**config.mk**
```make
export PLATFORM = sky130hd
export DESIGN_NAME = spi_dual_port
export DESIGN_NICKNAME = d
export VERILOG_FILES = /design/src/rtl/spi_dual_port.sv
export SDC_FILE = /design/constraint.sdc
export NUM_CORES = 1
export LEC_CHECK = 0
export ABC_CLOCK_PERIOD_IN_PS = 5200
export BUFFER_PORTS_ARGS = -buffer_cell sky130_fd_sc_hd__buf_4
export CAP_MARGIN = 20
export CELL_PAD_IN_SITES_DETAIL_PLACEMENT = 0
export CELL_PAD_IN_SITES_GLOBAL_PLACEMENT = 1
export CORE_MARGIN = 8
export CORE_UTILIZATION = 45
export CTS_CLUSTER_SIZE = 25
export DETAILED_ROUTE_END_ITERATION = 8
export PLACE_DENSITY_LB_ADDON = 0.1
export SETUP_SLACK_MARGIN = 0.05
export SYNTH_ARGS = -nofsm -noshare
export SYNTH_HDL_FRONTEND = slang
export SYNTH_SLANG_ARGS = --single-unit
export TNS_END_PERCENT = 50
```
**constraint.sdc**
```tcl
create_clock -name clk -period 5.2 [get_ports clk]
set_input_delay 1.04 -clock clk [delete_from_list [all_inputs] [get_ports clk]]
set_output_delay 1.04 -clock clk [all_outputs]
set_load 0.01 [all_outputs]
```
**src/rtl/spi_dual_port.sv**
```systemverilog
module spi_dual_port #(
  parameter int          AW       = 5,
  parameter logic [4:0]  OVR_ADDR = 5'h0D,
  parameter int          CLR_BIT  = 0
) (
  input  logic          clk,
  input  logic          rst_n,
  input  logic          sck,
  input  logic          sdi,
  input  logic          cs_reg_n,
  input  logic          cs_fifo_n,
  output logic          sdo,
  output logic          sdo_oe,
  input  logic          fifo_rd_mode,
  output logic          reg_wr,
  output logic          reg_rd,
  output logic [AW-1:0] reg_addr,
  output logic [7:0]    reg_wdata,
  input  logic [7:0]    reg_rdata,
  output logic          fifo_push,
  output logic [7:0]    fifo_wdata,
  input  logic          fifo_full,
  output logic          fifo_pop,
  input  logic [7:0]    fifo_rdata,
  output logic          fifo_ovr,
  output logic          fifo_clr
);

  logic       sck_q, reg_sel_q, fifo_sel_q;
  logic [2:0] cnt;
  logic [7:0] rx_sh, tx_sh;
  logic       data_ph, rd_mode, fdone;

  wire reg_sel  = ~cs_reg_n;
  wire fifo_sel = cs_reg_n & ~cs_fifo_n;
  wire any_sel  = reg_sel | fifo_sel;
  wire start    = (reg_sel & ~reg_sel_q) | (fifo_sel & ~fifo_sel_q);
  wire sck_rise = any_sel & sck & ~sck_q;
  wire sck_fall = any_sel & ~sck & sck_q;
  wire [7:0] rx_next = {rx_sh[6:0], sdi};

  assign sdo_oe = any_sel;
  assign sdo    = any_sel & tx_sh[7];

  always_ff @(posedge clk or negedge rst_n) begin
    if (!rst_n) begin
      sck_q <= 1'b0; reg_sel_q <= 1'b0; fifo_sel_q <= 1'b0;
      cnt <= '0; rx_sh <= '0; tx_sh <= '0;
      data_ph <= 1'b0; rd_mode <= 1'b0; fdone <= 1'b0;
      reg_wr <= 1'b0; reg_rd <= 1'b0; reg_addr <= '0; reg_wdata <= '0;
      fifo_push <= 1'b0; fifo_wdata <= '0; fifo_pop <= 1'b0;
      fifo_ovr <= 1'b0; fifo_clr <= 1'b0;
    end else begin
      reg_wr    <= 1'b0;
      reg_rd    <= 1'b0;
      fifo_push <= 1'b0;
      fifo_pop  <= 1'b0;
      fifo_clr  <= 1'b0;
      sck_q      <= sck;
      reg_sel_q  <= reg_sel;
      fifo_sel_q <= fifo_sel;
      if (!any_sel) begin
        cnt <= '0; data_ph <= 1'b0; fdone <= 1'b0; tx_sh <= '0;
      end else if (start) begin
        cnt <= '0; data_ph <= 1'b0; fdone <= 1'b0; tx_sh <= '0;
        if (fifo_sel && fifo_rd_mode) begin
          fifo_pop <= 1'b1;
          tx_sh    <= fifo_rdata;
        end
      end else begin
        if (reg_rd)
          tx_sh <= reg_rdata;
        else if (sck_fall && cnt != 3'd0)
          tx_sh <= {tx_sh[6:0], 1'b0};
        if (sck_rise) begin
          rx_sh <= rx_next;
          cnt   <= cnt + 3'd1;
          if (cnt == 3'd7) begin
            if (reg_sel) begin
              if (!data_ph) begin
                reg_addr <= rx_next[AW:1];
                rd_mode  <= rx_next[6];
                data_ph  <= 1'b1;
                reg_rd   <= rx_next[6];
              end else if (rd_mode) begin
                reg_addr <= rx_next[AW:1];
                reg_rd   <= 1'b1;
              end else begin
                reg_wr    <= 1'b1;
                reg_wdata <= rx_next;
                data_ph   <= 1'b0;
                if (reg_addr == OVR_ADDR && rx_next[CLR_BIT]) begin
                  fifo_ovr <= 1'b0;
                  fifo_clr <= 1'b1;
                end
              end
            end else begin
              fdone <= 1'b1;
              if (!fifo_rd_mode && !fdone) begin
                if (fifo_full) fifo_ovr <= 1'b1;
                else begin
                  fifo_push  <= 1'b1;
                  fifo_wdata <= rx_next;
                end
              end
            end
          end
        end
      end
    end
  end

endmodule


```
-- Yosys cells after proc, flatten, opt, wreduce, memory -nomap -nowiden
Cells that the tools add are included.
- register bits after elaboration: 51
- memories kept: 0
- output and inout bits: 29
- bits in latches: 0
- bits in read-only memories: 0
- bits in writable memories: 0
- order comparisons: 0
- multipliers: 0
- reduce and logical (&&, ||, !) cells: 17
- multiplexer cells: 59
- equal/unequal tests: 11
- divide/modulo/power cells: 0
- $add $sub $neg: 1
- bitwise operators: 20
- shift operators: 0
- operators by type and width (operator ; count):
    $mux W1 ; 49
    $mux W8 ; 5
    $reduce_and A7 Y1 ; 2
    $reduce_and A6 Y1 ; 2
    $mux W5 ; 2
    $not A1 Y1 ; 10
    $mux W3 ; 3
    $reduce_and A3 Y1 ; 3
    $reduce_and A9 Y1 ; 1
    $and A1 B1 Y1 ; 8
    $ne A2 B1 Y1 const B ; 3
    $ne A3 B1 Y1 const B ; 2
    $ne A3 B2 Y1 const B ; 2
    $eq A5 B4 Y1 const B ; 1
    $logic_and A1 B1 Y1 ; 4
    $ne A4 B2 Y1 const B ; 1
    $reduce_bool A2 Y1 ; 2
    $add A3 B1 Y3 const B ; 1
    $eq A3 B3 Y1 const B ; 1
    $reduce_bool A3 Y1 ; 1
    $logic_not A1 Y1 ; 2
    $ne A2 B2 Y1 const B ; 1
    $or A1 B1 Y1 ; 2

-- Longest topological paths before layout
- word-level depth: 10
- depth in mapped cells: 6
- gate-level depth less buffers: 6

-- Worst setup path after synthesis
Ideal clock, no wire load.
- path kind: in2reg
- from: in sck
- to: reg fifo_wdata[0]
- library setup time: 125 ps
- setup slack: 2749 ps
- path buffers: 2
- arrival time: 2326 ps
- cell stages on the path: 6
- cell sequence: nor2b_2 > buf_6 > nand3_4 > or4_4 > buf_6 > mux2_4
- word-level cells in the longest chain between the ends: 3
- ends and longest elaborated chain (what ; line ; source):
    start, declared ; 8 ; input logic sck,
    $and A1 B1 Y1 (2 in a row) ; 38 ; wire sck_rise = any_sel & sck & ~sck_q;
    $reduce_and A7 Y1 (no source line) ; n/a ;
    end signal, assigned ; 103 ; fifo_wdata <= rx_next;
    end, declared ; 21 ; output logic [7:0] fifo_wdata,
Every way passes these cells.
A chain may end at the register's enable or synchronous reset.

-- Worst setup path in the final report
- from: in sck
- to: reg reg_wdata[1]
- word-level cells in the longest chain between the ends: 3
- ends and longest elaborated chain (what ; line ; source):
    $and A1 B1 Y1 (2 in a row) ; 38 ;
    $reduce_and A7 Y1 (no source line) ; n/a ;
    end signal, assigned ; 90 ; reg_wdata <= rx_next;
    end, declared ; 18 ; output logic [7:0] reg_wdata,
Every way passes these cells.

==> results.sh <==
export IMPL_status="completed"
export IMPL_tightest_slew_ns=0.895
export IMPL_place_congestion=0.771
export IMPL_numClockSinks=51
export IMPL_path_clk_slew_ns=0.09
export IMPL_clock_path_buffers=2
export IMPL_final_common_cell="buf_4"
export IMPL_rr_startpoint="cnt[0]"
export IMPL_rsz0062_at_grt="false"
export IMPL_finClkSkew_ns=0.00501
export IMPL_numCtsBuffers=5
export IMPL_nNetsFinal=251
export IMPL_period_share_pct=52.5
export IMPL_drv_slew=0
export IMPL_setup_viol=0
export IMPL_cts_tree="done"
export IMPL_final_cell_mix="53 x buf_4, 51 x dfrtp_1, 19 x mux2_2"
export IMPL_maxCapViolations=0
export IMPL_grt_ovfl_total=0
export IMPL_dr_pass1_iters=4
export IMPL_ant_nets=0
export IMPL_dpl_cell_count=287
export IMPL_finalWirelength_um=4980
export IMPL_fmax_mhz=366
export IMPL_antenna_found_initial=0
export IMPL_crit_path_start="sck"
export IMPL_synth_nets=198
export IMPL_ys_seq_area_share_pct=56.4
export IMPL_wl_per_cell_um=16.9
export IMPL_dieArea_mm2=0.00755
export IMPL_vias=1520
export IMPL_fillers=431
export IMPL_ir_worst_vdd_uv=153
export IMPL_timing_critical_path_required_ns=5.39
export IMPL_initial_core_util_pct=45.4
export IMPL_place_hpwl_um=3670
export IMPL_ys_types=38
export IMPL_synth_area_per_cell_um2=13.2
export IMPL_cts_setup_buffers=0
export IMPL_drc=0
export IMPL_netlist_area_mm2=0.00226
export IMPL_cp_start_kind="primary input"
export IMPL_cts_hold_fix_buffers=0
export IMPL_layout_drive_gt1_share_pct=42.7
export IMPL_slew_headroom_pct=40.2
export IMPL_htree_levels=2
export IMPL_io_pins=53
export IMPL_routed_via_density=5.15
export IMPL_ctsResizeCount=0
export IMPL_fin_hold_ws_ns=0.511
export IMPL_grt_max_degree=52
export IMPL_crit_path_end_kind="register"
export IMPL_synthCells=171
export IMPL_portBuffers=52
export IMPL_hp_class="reg2reg"
export IMPL_fin_tns_setup_ns=0
export IMPL_instances_no_fill=295
export IMPL_clock_latency_ns=0.30
export IMPL_grt_first_pass_wirelength_um=8220
export IMPL_p_per_area_mw_per_mm2=266
export IMPL_first_iter_violations=96
export IMPL_path_max_fanout=9
export IMPL_coreArea_mm2=0.00498
export IMPL_hold_viol=0
export IMPL_leakagePower_nw=1.40
export IMPL_grt_pass1_vias=1652
export IMPL_antenna_cells=0
export IMPL_clock_root_buffer="clkbuf_8"
export IMPL_ys_ff_latch=51
export IMPL_area_delta_synth_final_pct=23.5
export IMPL_hold_path_startpoint="fdone"
export IMPL_worstPathArrival_ns=2.92
export IMPL_die_w_um=86.9
export IMPL_die_h_um=86.9
export IMPL_fp_row_count=26
export IMPL_ys_warn_count=0
export IMPL_track_usage_pct=13.9
export IMPL_min_period_ns=2.73
export IMPL_path_class="in2reg"
==> layer usage <==
metal | part of all wire (%) | vias up | GRT usage, %
met3 | 5.8 | 5 | 3.68
met5 | 0 | - | 0
met1 | 43 | 768 | 16.7
met4 | 0.76 | 0 | 4.54
met2 | 50 | 39 | 23.5
li1 | - | 708 | -
==> synth_stat cells, drive strengths merged <==
cell type	n	area share, %
nand3	1	0.77
and2b	1	0.33
nor2	8	1.3
o41ai	2	0.77
nand2	13	2.3
buf	5	1.6
a22o	8	3.1
nor4bb	1	0.44
a31o	1	0.39
nor4b	1	0.39
nor2b	4	1.2
nand2b	2	0.55
or2	1	0.28
nand3b	2	0.83
xnor2	1	0.39
nand4	1	0.28
inv	5	0.83
a221oi	1	1.2
and3	1	0.28
mux2	29	16
clkbuf	2	0.33
dfrtp	51	56
and4b	1	0.44
o21ai	9	2.0
mux2i	9	4.0
nor3	1	0.22
or4	1	0.50
a21oi	3	0.66
ha	3	1.7
and2	3	0.83
==> kinds of logic (layout without fill, tap and decap cells) <==
| logic type | Yosys count | count (layout) | share of synthesized area (%) |
|---|---|---|---|
| buffers and inverters | 12 | 66 | 2.77 |
| AOI/OAI and AO/OA | 24 | 24 | 8.08 |
| and+or+nand+nor | 42 | 42 | 11.0 |
| muxes | 38 | 38 | 19.7 |
| DFF | 51 | 51 | 56.4 |
| adders and majority gates | 3 | 3 | 1.66 |
| xor gates and xnor gates | 1 | 1 | 0.387 |
==> final cells by class <==
type | instances | area, um^2 | share of cell area, %
inverters | 5 | 18.8 | 0.672
multi-input cells | 108 | 923 | 33.0
clock inverters | 2 | 17.5 | 0.627
clock buffers | 6 | 72.6 | 2.60
repair buffers | 53 | 398 | 14.2
flip-flops and latches | 51 | 1280 | 45.7
well taps | 70 | 87.6 | 3.13
==> worst paths after layout <==
check,to,slack [ns],depth (start not counted)
worst max-delay path,reg_wdata[1],2.47,5
worst min register to register,fdone,0.51,2
min in group asynchronous,reg_wr,0.75,1
max in group asynchronous,rx_sh[0],4.03,1
worst min-delay path,fdone,0.51,2
worst max register to register,reg_wdata[1],2.91,5
==> through the flow <==
step	power [mW]	cell area, um^2	util (%)	setup slack [ns]
floorplan	0.484	2260	-	2.75
global placement	0.522	2700	54.3	2.26
detailed placement	0.526	2700	54.3	2.11
global route	0.780	2790	56.1	2.31
CTS	0.754	2790	56.1	2.44
finish	0.743	2790	56.1	2.47
==> flip-flops by register name (all words and copies together) (netlist names), 3 cells and up <==
name	count
cnt	3
reg_addr	5
tx_sh	8
reg_wdata	8
rx_sh	7
fifo_wdata	8
==> report_power, final <==
group | total, mW | internal [mW] | switching (mW)
Combinational | 0.0699 | 0.0370 | 0.0329
Sequential | 0.447 | 0.419 | 0.0282
Clock | 0.226 | 0.0968 | 0.129
==> critical path, cell delays in order <==
cell and delay [ns]:
buf_4 0.09, nor2b_2 0.37, nand4_1 0.24, nor2b_1 0.75, mux2_2 0.42
(Power assumes the default switching activity.)
